`src/rtl/eeprom_seq_pkg.sv`:
```
package eeprom_seq_pkg;

    typedef enum logic [2:0] {
        ST_RESET,
        ST_IDLE,
        ST_LAUNCH,
        ST_SHIFT,
        ST_DESEL,
        ST_POLL
    } seq_state_t;

    typedef enum logic [2:0] {
        OP_BOOT,
        OP_LOAD,
        OP_EWEN,
        OP_WRITE,
        OP_TAIL
    } seq_op_t;

    localparam int FRAME_BITS = 25;
    localparam int HDR_BITS   = 9;
    localparam int WORD_BITS  = 16;

    localparam logic [1:0] OPC_READ  = 2'b10;
    localparam logic [1:0] OPC_WRITE = 2'b01;
    localparam logic [1:0] OPC_EWEN  = 2'b00;
    localparam logic [5:0] EWEN_ADDR = 6'b110000;

    localparam logic [2:0] RA_CTRL = 3'd0;
    localparam logic [2:0] RA_PTR  = 3'd1;
    localparam logic [2:0] RA_DATA = 3'd2;

endpackage

```
`src/rtl/mw_tick.sv`:
```
module mw_tick #(
    parameter int DIV = 4
) (
    input  logic clk,
    input  logic rst_n,
    output logic tick
);
    localparam int CW = (DIV > 1) ? $clog2(DIV) : 1;

    logic [CW-1:0] cnt;

    always_ff @(posedge clk or negedge rst_n) begin
        if (!rst_n) begin
            cnt <= '0;
        end else if (cnt == CW'(DIV - 1)) begin
            cnt <= '0;
        end else begin
            cnt <= cnt + 1'b1;
        end
    end

    assign tick = (cnt == CW'(DIV - 1));

endmodule

```
`src/rtl/mw_shifter.sv`:
```
module mw_shifter #(
    parameter int NB = 25,
    parameter int WB = 16
) (
    input  logic                       clk,
    input  logic                       rst_n,
    input  logic                       tick,
    input  logic                       start,
    input  logic [$clog2(NB+1)-1:0]    nbits,
    input  logic [NB-1:0]              frame,
    input  logic                       sdo,
    output logic                       sk,
    output logic                       sdi,
    output logic                       done,
    output logic [WB-1:0]              rx
);
    localparam int LW = $clog2(NB + 1);

    logic [NB-1:0] sh;
    logic [LW-1:0] left;
    logic          active;
    logic          phase;

    always_ff @(posedge clk or negedge rst_n) begin
        if (!rst_n) begin
            sh     <= '0;
            left   <= '0;
            active <= 1'b0;
            phase  <= 1'b0;
            sk     <= 1'b0;
            done   <= 1'b0;
            rx     <= '0;
        end else begin
            done <= 1'b0;
            if (start) begin
                sh     <= frame;
                left   <= nbits;
                active <= 1'b1;
                phase  <= 1'b0;
                sk     <= 1'b0;
            end else if (active && tick) begin
                if (!phase) begin
                    sk    <= 1'b1;
                    rx    <= {rx[WB-2:0], sdo};
                    phase <= 1'b1;
                end else begin
                    sk    <= 1'b0;
                    phase <= 1'b0;
                    sh    <= sh << 1;
                    left  <= left - 1'b1;
                    if (left == LW'(1)) begin
                        active <= 1'b0;
                        done   <= 1'b1;
                    end
                end
            end
        end
    end

    assign sdi = active & sh[NB-1];

    AST_DI_STABLE_SK_HIGH: assert property (@(posedge clk) disable iff (!rst_n)
        sk |-> $stable(sdi));
    AST_SK_ON_TICK: assert property (@(posedge clk) disable iff (!rst_n)
        !$past(tick) |-> $stable(sk));

endmodule

```
`src/rtl/eeprom_seq.sv`:
```
module eeprom_seq
    import eeprom_seq_pkg::*;
#(
    parameter int          CLK_DIV    = 4,
    parameter int          POLL_LIMIT = 4096,
    parameter int          BOOT_BASE  = 0,
    parameter logic [15:0] CFG_RST    = 16'h0030,
    parameter logic [15:0] BASE_RST   = 16'h0300
) (
    input  logic        clk,
    input  logic        rst_n,
    input  logic        ee_en,
    input  logic        reg_sel,
    input  logic        reg_we,
    input  logic [2:0]  reg_addr,
    input  logic [15:0] reg_wdata,
    output logic [15:0] reg_rdata,
    output logic        ee_cs,
    output logic        ee_sk,
    output logic        ee_di,
    input  logic        ee_do
);
    localparam int          BOOT_WORDS = 5;
    localparam int          IW         = $clog2(BOOT_WORDS);
    localparam int          PCW        = $clog2(POLL_LIMIT + 1);
    localparam int          LW         = $clog2(FRAME_BITS + 1);
    localparam logic [5:0]  BOOT_A     = 6'(BOOT_BASE);

    seq_state_t        state, nstate;
    seq_op_t           op;
    logic [IW-1:0]     idx;
    logic [PCW-1:0]    pcnt;
    logic              tick;
    logic              sh_done;
    logic [15:0]       rx;
    logic [FRAME_BITS-1:0] frame;
    logic [LW-1:0]     nbits;

    logic [15:0]       ptr_q;
    logic [15:0]       data_q;
    logic [15:0]       boot_q [BOOT_WORDS];

    logic busy, wr_any, ctrl_wr, go_load, go_store, poll_end;

    assign busy     = (state != ST_IDLE);
    assign wr_any   = reg_sel && reg_we && !busy;
    assign ctrl_wr  = wr_any && (reg_addr == RA_CTRL);
    assign go_load  = ctrl_wr && ee_en && (reg_wdata[1:0] == 2'b01);
    assign go_store = ctrl_wr && ee_en && (reg_wdata[1:0] == 2'b10);
    assign poll_end = ee_do || (pcnt == PCW'(POLL_LIMIT - 1));

    mw_tick #(.DIV(CLK_DIV)) u_tick (
        .clk   (clk),
        .rst_n (rst_n),
        .tick  (tick)
    );

    always_comb begin
        frame = '0;
        nbits = LW'(FRAME_BITS);
        unique case (op)
            OP_BOOT:  frame = {1'b1, OPC_READ, 6'(BOOT_A + 6'(idx)), 16'h0000};
            OP_LOAD:  frame = {1'b1, OPC_READ, ptr_q[5:0], 16'h0000};
            OP_EWEN: begin
                frame = {1'b1, OPC_EWEN, EWEN_ADDR, 16'h0000};
                nbits = LW'(HDR_BITS);
            end
            OP_WRITE: frame = {1'b1, OPC_WRITE, ptr_q[5:0], data_q};
            OP_TAIL:  frame = '0;
            default:  frame = '0;
        endcase
    end

    mw_shifter #(.NB(FRAME_BITS), .WB(WORD_BITS)) u_shift (
        .clk   (clk),
        .rst_n (rst_n),
        .tick  (tick),
        .start (state == ST_LAUNCH),
        .nbits (nbits),
        .frame (frame),
        .sdo   (ee_do),
        .sk    (ee_sk),
        .sdi   (ee_di),
        .done  (sh_done),
        .rx    (rx)
    );

    // next-state logic
    always_comb begin
        nstate = state;
        unique case (state)
            ST_RESET:  nstate = ee_en ? ST_LAUNCH : ST_IDLE;
            ST_IDLE:   if (go_load || go_store) nstate = ST_LAUNCH;
            ST_LAUNCH: nstate = ST_SHIFT;
            ST_SHIFT:  if (sh_done) nstate = ST_DESEL;
            ST_DESEL: begin
                if (tick) begin
                    unique case (op)
                        OP_BOOT:  nstate = (idx == IW'(BOOT_WORDS - 1)) ? ST_IDLE : ST_LAUNCH;
                        OP_LOAD:  nstate = ST_IDLE;
                        OP_EWEN:  nstate = ST_LAUNCH;
                        OP_WRITE: nstate = ST_POLL;
                        OP_TAIL:  nstate = ST_IDLE;
                        default:  nstate = ST_IDLE;
                    endcase
                end
            end
            ST_POLL:   if (poll_end) nstate = ST_DESEL;
            default:   nstate = ST_IDLE;
        endcase
    end

    // state register with operation context
    always_ff @(posedge clk or negedge rst_n) begin
        if (!rst_n) begin
            state <= ST_RESET;
            op    <= OP_BOOT;
            idx   <= '0;
            pcnt  <= '0;
        end else begin
            state <= nstate;
            pcnt  <= (state == ST_POLL) ? pcnt + 1'b1 : '0;
            if (state == ST_IDLE) begin
                if (go_load)  op <= OP_LOAD;
                if (go_store) op <= OP_EWEN;
            end
            if (state == ST_DESEL && tick) begin
                unique case (op)
                    OP_BOOT:  idx <= idx + 1'b1;
                    OP_EWEN:  op  <= OP_WRITE;
                    OP_WRITE: op  <= OP_TAIL;
                    default:  ;
                endcase
            end
        end
    end

    // outputs and register file
    assign ee_cs = (state == ST_LAUNCH) || (state == ST_SHIFT) || (state == ST_POLL);

    always_ff @(posedge clk or negedge rst_n) begin
        if (!rst_n) begin
            ptr_q  <= '0;
            data_q <= '0;
            for (int i = 0; i < BOOT_WORDS; i++) begin
                boot_q[i] <= (i == 0) ? CFG_RST : (i == 1) ? BASE_RST : 16'h0000;
            end
        end else begin
            if (wr_any && reg_addr == RA_PTR)  ptr_q  <= reg_wdata;
            if (wr_any && reg_addr == RA_DATA) data_q <= reg_wdata;
            if (wr_any && reg_addr >= 3'd3)    boot_q[reg_addr - 3'd3] <= reg_wdata;
            if (state == ST_SHIFT && sh_done) begin
                if (op == OP_BOOT) boot_q[idx] <= rx;
                if (op == OP_LOAD) data_q      <= rx;
            end
        end
    end

    always_comb begin
        reg_rdata = 16'h0000;
        if (reg_addr == RA_CTRL) begin
            reg_rdata = {14'd0, busy, busy};
        end else if (!busy) begin
            unique case (reg_addr)
                RA_PTR:  reg_rdata = ptr_q;
                RA_DATA: reg_rdata = data_q;
                default: reg_rdata = boot_q[reg_addr - 3'd3];
            endcase
        end
    end

    AST_STRAP_NO_CS: assert property (@(posedge clk) disable iff (!rst_n)
        !ee_en |-> !ee_cs);
    AST_LOAD_STARTS: assert property (@(posedge clk) disable iff (!rst_n)
        (reg_sel && reg_we && !busy && reg_addr == RA_CTRL && ee_en && reg_wdata[1:0] == 2'b01) |=> busy);
    AST_PAIR_IGNORED: assert property (@(posedge clk) disable iff (!rst_n)
        (reg_sel && reg_we && !busy && reg_addr == RA_CTRL && reg_wdata[1:0] == 2'b11) |=> !busy);
    AST_LOCK_PTR: assert property (@(posedge clk) disable iff (!rst_n)
        (busy && reg_sel && reg_we && reg_addr == RA_PTR) |=> $stable(ptr_q));
    AST_POLL_BOUND: assert property (@(posedge clk) disable iff (!rst_n)
        (state == ST_POLL) |-> (pcnt < PCW'(POLL_LIMIT)));

endmodule

```
`config.mk`:
```
export PLATFORM = sky130hd
export DESIGN_NAME = eeprom_seq
export DESIGN_NICKNAME = d
export VERILOG_FILES = /design/src/rtl/eeprom_seq_pkg.sv /design/src/rtl/mw_tick.sv /design/src/rtl/mw_shifter.sv /design/src/rtl/eeprom_seq.sv
export SDC_FILE = /design/constraint.sdc
export NUM_CORES = 1
export LEC_CHECK = 0
export ABC_AREA = 1
export BUFFER_PORTS_ARGS = -buffer_cell sky130_fd_sc_hd__buf_4
export CORE_MARGIN = 2
export CORE_UTILIZATION = 45
export CTS_CLUSTER_DIAMETER = 200
export DETAILED_ROUTE_END_ITERATION = 7
export GPL_ROUTABILITY_DRIVEN = 0
export PLACE_DENSITY = 0.66
export SKIP_LAST_GASP = 1
export SLEW_MARGIN = 20
export SYNTH_ARGS = -nofsm -noshare
export SYNTH_HDL_FRONTEND = slang
export SYNTH_SLANG_ARGS = --single-unit
export TNS_END_PERCENT = 1
```
`constraint.sdc`:
```
create_clock -name clk -period 2.5 [get_ports clk]
set_clock_uncertainty 0.05 [all_clocks]
set_input_delay 0.25 -clock clk [delete_from_list [all_inputs] [get_ports clk]]
set_output_delay 0.25 -clock clk [all_outputs]
set_load 0.05 [all_outputs]
```
==> impl_metrics.sql <==
INSERT INTO impl_metrics (metric_group, metric, value, unit) VALUES
('floorplan', 'die_area', '24870', 'µm²'),
('clock_network', 'cts_tree', 'built', ''),
('clock_network', 'clockBufferDepth', '2', ''),
('sta', 'worst_slack', '0.05753', 'ns'),
('sta', 'setup_viol_count_final', '0', ''),
('power', 'ir_drop', '453.8', 'µV'),
('route', 'drt-initial-drc-count', '991', ''),
('global_routing', 'total_gr_overflow', '0', ''),
('global_routing', 'globalRouteTotalUtil', '0.2514', ''),
('logic_synthesis', 'syn_std_cell_area', '10630', 'µm²'),
('layout', 'final_layout_size_suffix_gt1_frac', '0.1094', ''),
('sta', 'rsz0062_at_grt', 'no', ''),
('route', 'routed-via-count', '9834', ''),
('sta', 'pins_over_slew_limit', '0', ''),
('sta', 'slew_of_the_pin_with_the_lowest_slew_margin', '0.5420', 'ns'),
('power', 'internal_power', '0.004541', 'W'),
('place', 'dpl.hpwl', '21.34', 'mm'),
('logic_synthesis', 'synth_top_cell_by_area', 'sky130_fd_sc_hd__dfrtp_1', ''),
('layout', 'nNetsFinal', '1522', ''),
('logic_synthesis', 'synthesis.yosys.warnings', '0', ''),
('floorplan', 'die-width', '157.7', 'µm'),
('sta', 'timing.fmax', '409.4', 'MHz'),
('clock_network', 'numClockSinks', '185', ''),
('place', 'dp_cells', '1781', ''),
('sta', 'normalized_max_slew_margin', '0.6378', ''),
('power', 'seqPwrFrac', '0.493', ''),
('setup_path', 'worstSetupStartpointType', 'flop', ''),
('global_routing', 'grt_pass1_wl', '49.36', 'mm'),
('setup_path', 'crit_arrival', '2.14', 'ns'),
('logic_synthesis', 'postSynthRegisterBits', '185', ''),
('logic_synthesis', 'synthesis.area_per_instance', '7.261', 'µm²'),
('setup_path', 'critPathMaxFanout', '6', ''),
('route', 'drc_violations_left', '0', ''),
('clock_network', 'cts_buffers', '17', ''),
('power', 'total_power', '0.006074', 'W'),
('global_routing', 'first_global_vias', '9060', ''),
('route', 'ant_nets', '0', ''),
('route', 'wl_per_cell', '16.72', 'µm'),
('layout', 'area_delta_synth_final', '12.72', '%'),
('power', 'pwr-share-comb', '0.076', ''),
('floorplan', 'boundaryPins', '44', ''),
('layout', 'diodes', '0', ''),
('power', 'clock_power_share', '0.431', ''),
('logic_synthesis', 'synth.yosys.seq_area_share', '0.4360', ''),
('layout', 'final-instance-count-excl-fill', '1818', ''),
('floorplan', 'start_util', '0.4556', ''),
('clock_network', 'clk_root_buffer_cell', 'sky130_fd_sc_hd__clkbuf_16', ''),
('sta', 'min_period_over_period', '0.9770', ''),
('global_routing', 'maximum_number_of_pins_on_one_net_before_global_route_repair', '62', ''),
('power', 'power-per-cell-area', '506.9', 'nW/µm²'),
('logic_synthesis', 'yosys.cell_types.count', '37', ''),
('sta', 'hold_viol_final', '0', ''),
('floorplan', 'die_y', '157.7', 'µm'),
('setup_path', 'critPathCaptureType', 'primary output', ''),
('route', 'viasPerCell', '5.409', ''),
('place', 'placement.io_buffers', '43', ''),
('setup_path', 'worst_ep_required_time', '2.20', 'ns'),
('power', 'power.switching', '0.001533', 'W'),
('layout', 'nFillCells', '2250', ''),
('sta', 'layout_min_cycle_time', '2.442', 'ns'),
('floorplan', 'fp.coreArea', '23330', 'µm²'),
('logic_synthesis', 'post_synth_inst_count', '1464', ''),
('floorplan', 'placement_rows', '56', ''),
('route', 'drt-pass1-iter-count', '5', ''),
('clock_network', 'clk_pin_slew_worst_paths', '0.07', 'ns'),
('setup_path', 'path_class', 'flop to primary output', ''),
('flow_run', 'cap_viol_max_count', '0', ''),
('global_routing', 'grt_antenna_before_repair', '0', ''),
('logic_synthesis', 'synth_area_leaders', 'sky130_fd_sc_hd__dfrtp_1 43%, sky130_fd_sc_hd__nand2_1 15%, sky130_fd_sc_hd__nand3_1 7.1%, sky130_fd_sc_hd__o21ai_0 7.0%, sky130_fd_sc_hd__inv_1 6.2%', ''),
('place', 'dp_worst_setup_slack', '0.009515', 'ns'),
('logic_synthesis', 'netlist.area_leader.share', '0.4261', ''),
('power', 'power.share.switching', '0.2524', ''),
('power', 'static-leakage-power', '5.978', 'nW'),
('route', 'wirelength', '30.41', 'mm'),
('logic_synthesis', 'number_of_nets_in_the_synthesized_netlist', '1500', ''),
('clock_network', 'clk_latency', '0.43', 'ns'),
('outcome', 'run_status', 'completed', ''),
('hold_path', 'timing.hold.worst.class', 'input port to flop', ''),
('clock_network', 'htree_levels', '4', '');
[area by class of cell]
cell class                 count  area (µm²)  share of cell area
clock buffer                  24       501.7             0.04187
sequential                   185        4636              0.3869
inverter                     183       690.7             0.05764
timing repair buffer          80       709.4             0.05920
multi-input combinational   1018        4974              0.4151
tap                          319       399.1             0.03331
timing repair inverter         1       7.507           0.0006265
clock inverter                 8       65.06            0.005430
[synthesized netlist by cell type (all sizes together)]
| master | number |
|---|---|
| ha | 11 |
| a211oi | 6 |
| a22oi | 1 |
| o211ai | 25 |
| xor2 | 2 |
| o21ai | 216 |
| o22ai | 2 |
| a31oi | 3 |
| o31ai | 1 |
| nand4 | 27 |
| clkbuf | 35 |
| a21oi | 57 |
| nand3 | 155 |
| nor2 | 60 |
| nor3 | 7 |
| dfstp | 4 |
| buf | 43 |
| o21bai | 2 |
| dfrtp | 181 |
| clkinv | 1 |
| and3 | 1 |
| inv | 182 |
| nand2 | 442 |
[kinds of logic (layout without fill, tap and decap cells)]
group           after synthesis  in the layout  synth area share
simple gates                692            692            0.2892
compound gates              313            313            0.1562
buf+inv                     261            296            0.1040
flops                       185            185            0.4360
fa+ha+maj                    11             11           0.01295
xor+xnor                      2              2          0.001648
[per-layer routing]
metal  share of wire  GRT usage
met2            0.44     0.3830
met5               0          0
met3           0.068    0.03531
met4           0.013    0.06104
met1            0.47     0.3766
[repair_timing]
item,4_1_cts,5_1_grt
hold buffers,1,0
setup endpoints to repair,7,15
buffers inserted,0,3
pin swaps,0,0
hold endpoints to repair,58,0
gates resized for setup,1,6
gates cloned,0,1
[sequential cells by signal (all words and copies together), names as in the netlist, 2 cells and up]
name / flops
boot_q: 80
pcnt: 13
u_tick.cnt: 2
state: 3
op: 3
u_shift.sh: 25
u_shift.rx: 16
u_shift.left: 5
ptr_q: 16
data_q: 16
idx: 3
[critical path, cell delays in order, from the launching register on]
cell and delay [ns]:
sky130_fd_sc_hd__dfrtp_1 0.42, sky130_fd_sc_hd__inv_2 0.10, sky130_fd_sc_hd__nand2_1 0.08, sky130_fd_sc_hd__nor2_4 0.16
sky130_fd_sc_hd__nand2_2 0.16, sky130_fd_sc_hd__clkinvlp_4 0.21, sky130_fd_sc_hd__buf_4 0.14, sky130_fd_sc_hd__nand3_1 0.07
sky130_fd_sc_hd__o21ai_0 0.12, sky130_fd_sc_hd__buf_4 0.24
[power groups by stage]
stage                     Combinational, W  Sequential [W]  Clock [W]
after floorplan                   0.000217         0.00306          0
after global placement            0.000452         0.00305          0
after detailed placement          0.000453         0.00305          0
after CTS                         0.000457         0.00300    0.00264
after global routing              0.000506         0.00300    0.00278
final                             0.000461         0.00300    0.00262
[cells in the final DEF (no fill, tap or decap), types with 4 or more instances in the layout]
cell type | netlist | layout
sky130_fd_sc_hd__nor3_1 | 4 | 4
sky130_fd_sc_hd__ha_1 | 11 | 11
sky130_fd_sc_hd__nand4_1 | 26 | 26
sky130_fd_sc_hd__o21ai_1 | 67 | 67
sky130_fd_sc_hd__a21oi_1 | 57 | 50
sky130_fd_sc_hd__dfrtp_1 | 181 | 180
sky130_fd_sc_hd__buf_12 | 0 | 8
sky130_fd_sc_hd__inv_1 | 175 | 174
sky130_fd_sc_hd__o211ai_1 | 25 | 25
sky130_fd_sc_hd__clkbuf_8 | 0 | 6
sky130_fd_sc_hd__nor2_1 | 48 | 48
sky130_fd_sc_hd__o21ai_0 | 149 | 149
sky130_fd_sc_hd__clkbuf_16 | 0 | 17
sky130_fd_sc_hd__nand3_4 | 4 | 4
sky130_fd_sc_hd__nand3_1 | 150 | 150
sky130_fd_sc_hd__buf_4 | 8 | 70
sky130_fd_sc_hd__nand2_1 | 436 | 434
sky130_fd_sc_hd__a21oi_2 | 0 | 7
sky130_fd_sc_hd__nand2_2 | 4 | 6
sky130_fd_sc_hd__inv_2 | 7 | 7
sky130_fd_sc_hd__clkinvlp_4 | 0 | 6
sky130_fd_sc_hd__dfstp_2 | 4 | 4
sky130_fd_sc_hd__nor2_4 | 9 | 10
[through the flow]
step	cell area [µm²]	util	TNS (ns)	hold slack, ns
3_3_place_gp	11360	0.4868	0	0.2296
6_report	11980	0.5136	0	0.06144
2_1_floorplan	10700	-	-1.915	-0.09559
3_5_place_dp	11360	0.4868	0	0.2255
5_1_grt	11980	0.5136	0	0.07583
4_1_cts	11940	0.5116	0	0.04940
[worst paths after layout]
path	startpoint	endpoint	slack, ns	depth (start not counted)
worst min register to register	u_tick.cnt[0]$_DFF_PN0_	u_tick.cnt[0]$_DFF_PN0_	0.38	1
worst max register to register	state[2]$_DFFE_PN0P_	boot_q[67]$_DFF_PN0_	0.32	9
max in group asynchronous	rst_n	boot_q[52]$_DFF_PN0_	1.28	3
worst max-delay path	state[1]$_DFFE_PN0P_	reg_rdata[0]	0.06	9
min in group asynchronous	rst_n	u_shift.left[3]$_DFFE_PN0P_	0.30	2
worst min-delay path	reg_wdata[8]	data_q[8]$_DFF_PN0_	0.06	3
No activity file was read; power rests on OpenSTA's default activity.
